--- config.mk ---
export PLATFORM = sky130hd
export DESIGN_NAME = serial_audio_rx
export DESIGN_NICKNAME = d
export VERILOG_FILES = /design/src/rtl/sarx_pkg.sv /design/src/rtl/sarx_sync.sv /design/src/rtl/sarx_slot_tracker.sv /design/src/rtl/sarx_frame_assembler.sv /design/src/rtl/serial_audio_rx.sv
export SDC_FILE = /design/constraint.sdc
export NUM_CORES = 1
export LEC_CHECK = 0
export ABC_AREA = 1
export CORE_MARGIN = 3
export CORE_UTILIZATION = 50
export CTS_BUF_LIST = sky130_fd_sc_hd__clkbuf_4
export CTS_CLUSTER_DIAMETER = 100
export CTS_CLUSTER_SIZE = 10
export DETAILED_ROUTE_END_ITERATION = 8
export HOLD_SLACK_MARGIN = 0.12
export PLACE_DENSITY = 0.79
export SYNTH_ARGS = -nofsm -noshare
export SYNTH_HDL_FRONTEND = slang
export SYNTH_SLANG_ARGS = --single-unit
export TNS_END_PERCENT = 20
--- constraint.sdc ---
create_clock -name clk -period 2.9 [get_ports clk]
set_input_delay 0.58 -clock clk [delete_from_list [all_inputs] [get_ports clk]]
set_output_delay 0.58 -clock clk [all_outputs]
set_load 0.02 [all_outputs]
--- src/rtl/sarx_pkg.sv ---
package sarx_pkg;

  localparam int SAMPLE_W   = 24;
  localparam int SLOT_CNT_W = 7;
  localparam int LEN_SHORT  = 16;
  localparam int LEN_MID    = 20;

  typedef enum logic [2:0] {
    FMT_RJ16 = 3'd0,
    FMT_RJ20 = 3'd1,
    FMT_LJ24 = 3'd2,
    FMT_I2S  = 3'd3,
    FMT_RJ24 = 3'd4
  } fmt_e;

  function automatic logic fmt_known(input logic [2:0] code);
    return code <= 3'd4;
  endfunction

  function automatic logic fmt_right_aligned(input logic [2:0] code);
    return (code == FMT_RJ16) || (code == FMT_RJ20) || (code == FMT_RJ24);
  endfunction

  // Allowed bit clocks per frame for each framing.
  function automatic logic rate_ok(input logic [2:0] code,
                                   input logic [SLOT_CNT_W:0] bits);
    logic ok;
    case (code)
      FMT_RJ16: ok = (bits >= 8'd32) && (bits <= 8'd64);
      FMT_RJ20: ok = (bits >= 8'd40) && (bits <= 8'd64);
      FMT_LJ24,
      FMT_RJ24: ok = (bits >= 8'd48) && (bits <= 8'd64);
      FMT_I2S:  ok = (bits == 8'd32) || ((bits >= 8'd48) && (bits <= 8'd64));
      default:  ok = 1'b0;
    endcase
    return ok;
  endfunction

endpackage

--- src/rtl/sarx_sync.sv ---
module sarx_sync #(
  parameter int STAGES = 2,
  parameter int W      = 3
) (
  input  logic         clk,
  input  logic         rst_n,
  input  logic [W-1:0] din,
  output logic [W-1:0] dout
);

  logic [W-1:0] chain [STAGES];

  for (genvar g = 0; g < STAGES; g++) begin : g_stage
    always_ff @(posedge clk) begin
      if (!rst_n) chain[g] <= '0;
      else if (g == 0) chain[g] <= din;
      else chain[g] <= chain[(g == 0) ? 0 : g - 1];
    end
  end

  assign dout = chain[STAGES-1];

endmodule

--- src/rtl/sarx_slot_tracker.sv ---
module sarx_slot_tracker
  import sarx_pkg::*;
#(
  parameter int W     = SAMPLE_W,
  parameter int CNT_W = SLOT_CNT_W
) (
  input  logic             clk,
  input  logic             rst_n,
  input  logic [2:0]       fmt_code,
  input  logic             smp,
  input  logic             sbit,
  input  logic             left_now,
  output logic             end_stb,
  output logic             end_left,
  output logic [W-1:0]     end_word,
  output logic [CNT_W-1:0] end_cnt
);

  localparam logic [CNT_W-1:0] FULL    = CNT_W'(W);
  localparam logic [CNT_W-1:0] CNT_TOP = '1;

  logic [W-1:0]     sr;
  logic [CNT_W-1:0] cnt;
  logic             cur_left;
  logic             started;
  logic             rj;
  logic [W-1:0]     aligned;

  assign rj = fmt_right_aligned(fmt_code);

  // Word of the half-frame that is ending, placed as a 24-bit sample.
  always_comb begin
    aligned = sr;
    if (rj) begin
      case (fmt_code)
        FMT_RJ16: aligned = {{(W-LEN_SHORT){sr[LEN_SHORT-1]}}, sr[LEN_SHORT-1:0]};
        FMT_RJ20: aligned = {{(W-LEN_MID){sr[LEN_MID-1]}}, sr[LEN_MID-1:0]};
        default:  aligned = sr;
      endcase
    end else if (cnt < FULL) begin
      aligned = sr << (FULL - cnt);
    end
  end

  always_ff @(posedge clk) begin
    if (!rst_n) begin
      sr       <= '0;
      cnt      <= '0;
      cur_left <= 1'b0;
      started  <= 1'b0;
      end_stb  <= 1'b0;
      end_left <= 1'b0;
      end_word <= '0;
      end_cnt  <= '0;
    end else begin
      end_stb <= 1'b0;
      if (smp) begin
        if (!started || (left_now != cur_left)) begin
          if (started) begin
            end_stb  <= 1'b1;
            end_left <= cur_left;
            end_word <= aligned;
            end_cnt  <= cnt;
          end
          started  <= 1'b1;
          cur_left <= left_now;
          cnt      <= CNT_W'(1);
          sr       <= {{(W-1){1'b0}}, sbit};
        end else begin
          if (cnt != CNT_TOP) cnt <= cnt + 1'b1;
          if (rj || (cnt < FULL)) sr <= {sr[W-2:0], sbit};
        end
      end
    end
  end

endmodule

--- src/rtl/sarx_frame_assembler.sv ---
module sarx_frame_assembler
  import sarx_pkg::*;
#(
  parameter int W     = SAMPLE_W,
  parameter int CNT_W = SLOT_CNT_W
) (
  input  logic             clk,
  input  logic             rst_n,
  input  logic [2:0]       fmt_code,
  input  logic             end_stb,
  input  logic             end_left,
  input  logic [W-1:0]     end_word,
  input  logic [CNT_W-1:0] end_cnt,
  input  logic             out_ready,
  output logic             out_valid,
  output logic [W-1:0]     out_left,
  output logic [W-1:0]     out_right,
  output logic             rate_err
);

  logic [1:0]       ends_seen;
  logic [CNT_W-1:0] left_cnt;
  logic [W-1:0]     left_hold;
  logic [CNT_W:0]   frame_bits;
  logic             frame_done;
  logic             take;

  assign frame_bits = {1'b0, left_cnt} + {1'b0, end_cnt};
  // Two earlier half-frame ends guarantee the held left word is complete.
  assign frame_done = end_stb && !end_left && (ends_seen >= 2'd2);
  assign take       = frame_done && fmt_known(fmt_code) && (!out_valid || out_ready);

  always_ff @(posedge clk) begin
    if (!rst_n) begin
      ends_seen <= '0;
      left_cnt  <= '0;
      left_hold <= '0;
      rate_err  <= 1'b0;
      out_valid <= 1'b0;
      out_left  <= '0;
      out_right <= '0;
    end else begin
      if (end_stb) begin
        if (ends_seen != 2'd3) ends_seen <= ends_seen + 2'd1;
        if (end_left) begin
          left_hold <= end_word;
          left_cnt  <= end_cnt;
        end
      end
      if (frame_done) rate_err <= !rate_ok(fmt_code, (SLOT_CNT_W+1)'(frame_bits));
      if (take) begin
        out_left  <= left_hold;
        out_right <= end_word;
        out_valid <= 1'b1;
      end else if (out_ready) begin
        out_valid <= 1'b0;
      end
    end
  end

endmodule

--- src/rtl/serial_audio_rx.sv ---
module serial_audio_rx
  import sarx_pkg::*;
#(
  parameter int SYNC_STAGES = 2
) (
  input  logic                clk,
  input  logic                rst_n,
  input  logic                bclk_in,
  input  logic                lrclk_in,
  input  logic                sdata_in,
  input  logic [2:0]          fmt_code,
  input  logic                lr_pol,
  input  logic                bclk_pol,
  output logic                out_valid,
  input  logic                out_ready,
  output logic [SAMPLE_W-1:0] out_left,
  output logic [SAMPLE_W-1:0] out_right,
  output logic                rate_err,
  output logic                fmt_err
);

  localparam int LINES = 3;

  logic [LINES-1:0]      synced;
  logic                  b_s, l_s, d_s, b_q;
  logic                  smp, lr_d, lr_used, is_i2s, left_now;
  logic                  end_stb, end_left;
  logic [SAMPLE_W-1:0]   end_word;
  logic [SLOT_CNT_W-1:0] end_cnt;

  sarx_sync #(.STAGES(SYNC_STAGES), .W(LINES)) sync_i (
    .clk  (clk),
    .rst_n(rst_n),
    .din  ({bclk_in, lrclk_in, sdata_in}),
    .dout (synced)
  );

  assign {b_s, l_s, d_s} = synced;
  assign smp      = bclk_pol ? (b_q & ~b_s) : (~b_q & b_s);
  assign is_i2s   = (fmt_code == FMT_I2S);
  // I2S sees the frame clock one bit late, which turns it into left-aligned.
  assign lr_used  = is_i2s ? lr_d : l_s;
  assign left_now = lr_used ^ lr_pol ^ is_i2s;

  always_ff @(posedge clk) begin
    if (!rst_n) begin
      b_q     <= 1'b0;
      lr_d    <= 1'b0;
      fmt_err <= 1'b0;
    end else begin
      b_q     <= b_s;
      fmt_err <= !fmt_known(fmt_code);
      if (smp) lr_d <= l_s;
    end
  end

  sarx_slot_tracker #(.W(SAMPLE_W), .CNT_W(SLOT_CNT_W)) track_i (
    .clk     (clk),
    .rst_n   (rst_n),
    .fmt_code(fmt_code),
    .smp     (smp),
    .sbit    (d_s),
    .left_now(left_now),
    .end_stb (end_stb),
    .end_left(end_left),
    .end_word(end_word),
    .end_cnt (end_cnt)
  );

  sarx_frame_assembler #(.W(SAMPLE_W), .CNT_W(SLOT_CNT_W)) asm_i (
    .clk      (clk),
    .rst_n    (rst_n),
    .fmt_code (fmt_code),
    .end_stb  (end_stb),
    .end_left (end_left),
    .end_word (end_word),
    .end_cnt  (end_cnt),
    .out_ready(out_ready),
    .out_valid(out_valid),
    .out_left (out_left),
    .out_right(out_right),
    .rate_err (rate_err)
  );

endmodule

=== Word level (Yosys, flattened, before mapping) ===
Memory sizes are Yosys's and may differ from the RTL's.
Index checks and enable logic that the tools add are counted.

* RAM bits: 6
* Bits in registers: 152
* Memories: 1
* Output and inout bits: 51
* Logic and storage cells: 96

{| class="wikitable"
|+ Memory list
! name !! depth !! width !! read ports !! clocked after Yosys merged registers in !! write ports !! RTL line !! source
|-
| sync_i.chain || 2 || 3 || 2 || 0 || 2 || sarx_sync.sv:11 || <nowiki>logic [W-1:0] chain [STAGES];</nowiki>
|}

* Order comparisons: 7
* Multiplexer cells: 19
* Bitwise logic cells: 8
* Add/sub/neg operators: 4
* Shift-type cells: 1
* Reduce and logical (&&, ||, !) cells: 30
* Equality and inequality tests: 8

{| class="wikitable"
|+ Operators with widths
! kind !! count
|-
| 24-bit two-way mux || 4
|-
| 24-bit case mux with 2 select lines || 1
|-
| 8-bit by 6-bit >= comparator with 1-bit output (second input constant) || 3
|-
| 24-bit by 7-bit << shifter with 24-bit output || 1
|-
| 7-bit two-way mux || 2
|-
| 2-bit AND reduction || 5
|-
| 1-bit two-way mux || 9
|-
| 7-bit by 7-bit adder with 8-bit output || 1
|-
| 8-bit by 6-bit equality test with 1-bit output (second input constant) || 1
|-
| 8-bit by 7-bit less-or-equal comparator with 1-bit output (second input constant) || 1
|-
| 7-bit by 1-bit adder with 7-bit output (second input constant) || 1
|-
| 1-bit logical AND || 7
|-
| 7-bit by 5-bit < comparator with 1-bit output (second input constant) || 1
|-
| 7-bit inequality test (second input constant) || 1
|-
| 5-bit by 7-bit subtractor with 7-bit output (first input constant) || 1
|-
| 3-bit by 2-bit equality test with 1-bit output (second input constant) || 2
|-
| 1-bit logical OR || 6
|-
| 3-bit two-way mux || 2
|-
| 3-bit AND reduction || 2
|-
| 2-bit nonzero test || 3
|-
| 1-bit zero test || 5
|-
| 1-bit case mux with 4 select lines || 1
|-
| 3-bit by 1-bit equality test with 1-bit output (second input constant) || 1
|-
| 3-bit equality test (second input constant) || 1
|-
| other kinds (11) || 15
|}

=== Longest topological paths before layout ===
* Depth in word-level cells: 8
* Depth in mapped cells: 19
* Depth with buffers taken out: 16

=== Cells and area by module ===
Synthesis repeated with hierarchy kept, for this count alone.

* Cell total of the unflattened synthesis: 1139
* Area total of the unflattened synthesis: 7883.8 um^2

{| class="wikitable"
|+ By module, submodules not included
! module !! sequential area each (um^2) !! instances !! cells an instance !! area each (um^2)
|-
| sarx_slot_tracker || 1321.3 || 1 || 648 || 4175.3
|-
| sarx_frame_assembler || 1661.6 || 1 || 446 || 3377.0
|-
| serial_audio_rx || 60.1 || 1 || 27 || 166.4
|-
| sarx_sync || 120.1 || 1 || 18 || 165.2
|}

=== Worst setup path before layout ===
Ideal clock, no wire load.

* Path type: register -> register
* Start: reg track_i.cnt[0]
* End: reg track_i.end_word[12]
* Setup time: 122 ps
* Arrival: 2191 ps
* Cell stages (with the launch flop): 19
* Slack: 587 ps
* Required time: 2778 ps
* Cells stage by stage: dfxtp_1 -> buf_2 -> inv_4 -> clkbuf_1 -> ha_1 -> nand2_2 -> nand2_2 -> nand3_2 -> buf_4 -> nand3_1 -> nand2_1 -> nand2_1 -> nand2_1 -> nand2_1 -> nand2_1 -> nand2_1 -> nand2_1 -> o211ai_1 -> a21oi_1

* Cells in the longest elaborated chain, start to end: 4
* Elaborated cells on any way between the ends: 5
* Classes of those cells: add/sub (1); order compare (1); shift (1); mux (2)

{| class="wikitable"
|+ RTL lines
! element !! RTL line !! source
|-
| start, declared || sarx_slot_tracker.sv:23 || <nowiki>logic [CNT_W-1:0] cnt;</nowiki>
|-
| start signal, assigned || sarx_slot_tracker.sv:70 || <nowiki>if (cnt != CNT_TOP) cnt <= cnt + 1'b1;</nowiki>
|-
| 5-bit by 7-bit subtractor with 7-bit output || sarx_slot_tracker.sv:41 || <nowiki>aligned = sr << (FULL - cnt);</nowiki>
|-
| 24-bit by 7-bit << shifter with 24-bit output || sarx_slot_tracker.sv:41 ||
|-
| 24-bit two-way mux * || sarx_slot_tracker.sv:40 || <nowiki>end else if (cnt < FULL) begin</nowiki>
|-
| 24-bit two-way mux * || sarx_slot_tracker.sv:34 || <nowiki>if (rj) begin</nowiki>
|-
| end signal, assigned || sarx_slot_tracker.sv:62 || <nowiki>end_word <= aligned;</nowiki>
|-
| end, declared || sarx_slot_tracker.sv:15 || <nowiki>output logic [W-1:0] end_word,</nowiki>
|}

Every way passes the cells marked *; elsewhere a longest branch is shown, timed or not.
A chain may end at the register's enable or synchronous reset.

=== Worst setup path after layout ===
* Start: reg track_i.cnt[1]
* End: reg track_i.end_word[19]

The elaborated chain is that of the path after synthesis.

==> key figures <==
Clock network
  – Total clock sinks: 158
  – Hold-fix buffers, CTS: 0
  – H-Tree Depth: 4
  – Max Root-Sink Buffers: 2
  – Root Buffer: clkbuf_4
  – Skew-Pair Late Insertion Delay: 0.59 ns
  – Inserted Clock Buffers: 17
  – Setup Buffers After CTS: 0
  – CTS tree: yes
  – Clock-pin slew on the worst setup and hold paths: 0.14 ns
  – Post_cts resized: 0

Setup path
  – Arrival time of the worst setup path: 3.08 ns
  – Critical path's largest stage delay: 0.38 ns
  – CP startpoint: track_i.cnt[1]
  – Crit path capture type: register
  – Worst R2R End: track_i.end_word[19]
  – Critical path class: register to register
  – Worst-path cell chain: inv_1 -> ha_1 -> nand2_2 -> nand2_2 -> nand3_2 -> nand2_4 -> inv_4 -> nand3_1 -> nand3_1 -> nand3_1 -> nand3_1 -> nand2_1 -> nor2_1 -> nor2_1 -> nor2_1
  – CP delay by family, top: simple AND/OR/NAND/NOR gates
  – Flop2flop setup slack: 0.32 ns
  – RR Startpoint: track_i.cnt[1]
  – Crit-path max FO: 17
  – Crit path top cell by count: nand3_1
  – Crit path depth: 15
  – R2R cell count: 15
  – Critical Path RT: 3.40 ns
  – Critical Path End: track_i.end_word[19]
  – Slowest-stage cell, CP: dfxtp_1
  – Setup crit start kind: register
  – CP Buf/Inv Count: 2

Logic synthesis
  – Synthesized area per cell: 6.90 um^2
  – Largest cells by area after synthesis: dfxtp_1, nand2_1, nand3_1, a21oi_1, nor2_1
  – Count leader, synth: nand2_1
  – Most used flip-flop cell after synthesis: dfxtp_1
  – #FFs+latches synth: 158
  – Synth top area share: 40.6%
  – Cell Area, Synth: 7790 um^2
  – Post-synth EDFFs: 0
  – Syn Nets: 1,152
  – Area leader, netlist: dfxtp_1
  – Sequential area share after synthesis: 40.6%
  – Synth cell types: 45
  – Synthesized instance count: 1,129
  – Most frequent cells after synthesis: nand2_1, nand3_1, dfxtp_1
  – Synth warnings: 0
  – Asr flop ratio synth: 0%

Detailed routing
  – Post-DRT Antenna Nets: 0
  – # DRC: 0
  – DR iter-0 viols: 968
  – Via Count: 7,707
  – Detailed-route wire length: 20,400 um
  – Drt via density: 5.67
  – DRT Pass-1 Iters: 8
  – Routed length per instance: 15.0 um

Power
  – Pwr dens: 442 nW/um^2
  – Maximum VDD drop: 0.000227 V
  – Leakage power total: 3.45 nW

STA
  – Worst Clk Skew: 0.0195 ns
  – TNS Setup: 0 ns
  – Fmax: 387 MHz
  – Worst Slack Setup Final: 0.315 ns
  – Final worst path period share: 89.1%
  – Fin. max-slew vios: 0
  – Minimum clock period: 2.58 ns
  – RSZ-0062 raised after global routing: no
  – Final setup fails: 0
  – Max transition margin: 50.9%
  – Worst Tran Pin Value: 0.735 ns
  – Endpoints failing hold: 0

Place
  – Cell Area, Placed: 8560 um^2
  – Setup WS pre-CTS: 0.296 ns
  – Placed Instances: 1,327
  – Gpl congestion: 0.960
  – PortBufs: 61
  – Final HPWL DP: 14,300 um

GRT
  – Routing usage on met3: 4.63%
  – Largest net degree at the start of global routing: 52
  – Met1 Resource Use GR: 34.7%
  – Overall Global Routing Usage: 24.8%
  – Busiest grt layer: met2
  – Initial antenna violation count: 0
  – Vias in the first global route: 6,879
  – First-pass GRT wire length: 34,200 um
  – M2 GR Usage: 39.4%
  – GR Overflow Total: 0

Die
  – Starting Density: 51.3%
  – Height of the die: 131 um
  – Core ar.: 15,200 um^2
  – Site Rows: 45
  – Total die area: 17,100 um^2
  – Overall die width: 131 um
  – # IOs: 62

Final layout
  – Post-route core utilization: 58.4%
  – Post-route insts no fill: 1,359
  – Design area: 8870 um^2
  – Layout cells sized above 1: 7.69%
  – Antenna cells: 0
  – Layout net count: 1,181
  – Area grow syn2layout: 13.8%

Min path
  – Hold WC Path Type: register to register
  – Hold path depth: 2

Flow run
  – Max_cap viols: 0

Run status
  – Status: complete, no violations
per-layer routing:
metal,routed length [um],vias up
li1,-,3855
met1,9190,3531
met2,9400,292
met5,0,-
met4,297,0
met3,1490,29
flip-flops by register name, indices dropped and copies added (netlist names), 2 cells and up:
| signal | count |
|---|---|
| track_i.cnt | 7 |
| asm_i.out_left | 24 |
| asm_i.left_hold | 24 |
| track_i.end_word | 24 |
| asm_i.ends_seen | 2 |
| asm_i.left_cnt | 7 |
| track_i.sr | 24 |
| asm_i.out_right | 24 |
| sync_i.chain | 6 |
| track_i.end_cnt | 7 |
where the power goes:
part	switching (mW)	internal, mW
combinational	0.198	0.0843
sequential	0.00697	2.18
clock	0.844	0.609
total	1.05	2.87
through the flow:
step	power, mW	hold slack, ns
final	3.92	0.428
after global routing	4.07	0.449
after CTS	3.94	0.428
after detailed placement	2.51	0.398
after global placement	2.51	0.395
after floorplan	2.43	0.390
worst min path at each step:
stage | startpoint | end | slack [ns]
after floorplan | sync_i.chain[0][0] | sync_i.chain[1][0] | 0.39
after global placement | sync_i.chain[0][2] | sync_i.chain[1][2] | 0.40
after detailed placement | sync_i.chain[0][1] | sync_i.chain[1][1] | 0.40
after CTS | sync_i.chain[0][1] | sync_i.chain[1][1] | 0.43
after global routing | sync_i.chain[0][1] | sync_i.chain[1][1] | 0.45
final | sync_i.chain[0][1] | sync_i.chain[1][1] | 0.43
kinds of logic after synthesis:
| group | count (synthesis) | synth area share (%) |
|---|---|---|
| AO/OA/AOI/OAI | 254 | 17.2 |
| XOR/XNOR | 10 | 1.22 |
| adder cells (fa/ha/maj) | 12 | 2.02 |
| buffers and inverters | 139 | 7.56 |
| flip-flops | 158 | 40.6 |
| AND/OR/NAND/NOR | 556 | 31.4 |
worst register-to-register path: stages (launching register included):
cell     delay (ns)
dfxtp_1        0.38
inv_1          0.16
ha_1           0.25
nand2_2        0.09
nand2_2        0.10
nand3_2        0.34
nand2_4        0.27
inv_4          0.11
nand3_1        0.10
nand3_1        0.14
nand3_1        0.13
nand3_1        0.10
nand2_1        0.09
nor2_1         0.05
nor2_1         0.14
nor2_1         0.06
area by class of cell:
cell class | instances | area, um^2
Tap cell | 188 | 235
Fill cell | 1437 | 6330
Sequential cell | 158 | 3160
Clock inverter | 15 | 185
Timing Repair Buffer | 86 | 868
Clock buffer | 17 | 128
Inverter | 63 | 244
Multi-Input combinational cell | 832 | 4050
layout by cell type, fill, tap and decap left out, types with 4 or more instances in the layout:
cell             netlist  routed
nand2_1              258     258
nand3_1              173     173
dfxtp_1              158     158
a21oi_1              148     148
nor2_1                91      91
o21ai_0               63      63
clkdlybuf4s50_1        0      60
inv_1                 52      52
o21ai_1               19      19
buf_4                 10      19
clkbuf_4               0      17
nand4_1               11      11
ha_1                  11      11
inv_2                  7       7
xor2_1                 8       7
a22oi_1                6       6
buf_12                 0       6
o22ai_1                5       5
o211ai_1               5       5
nand2_2                4       4
nand3_2                4       4
Power figures use the tool's default switching activity.
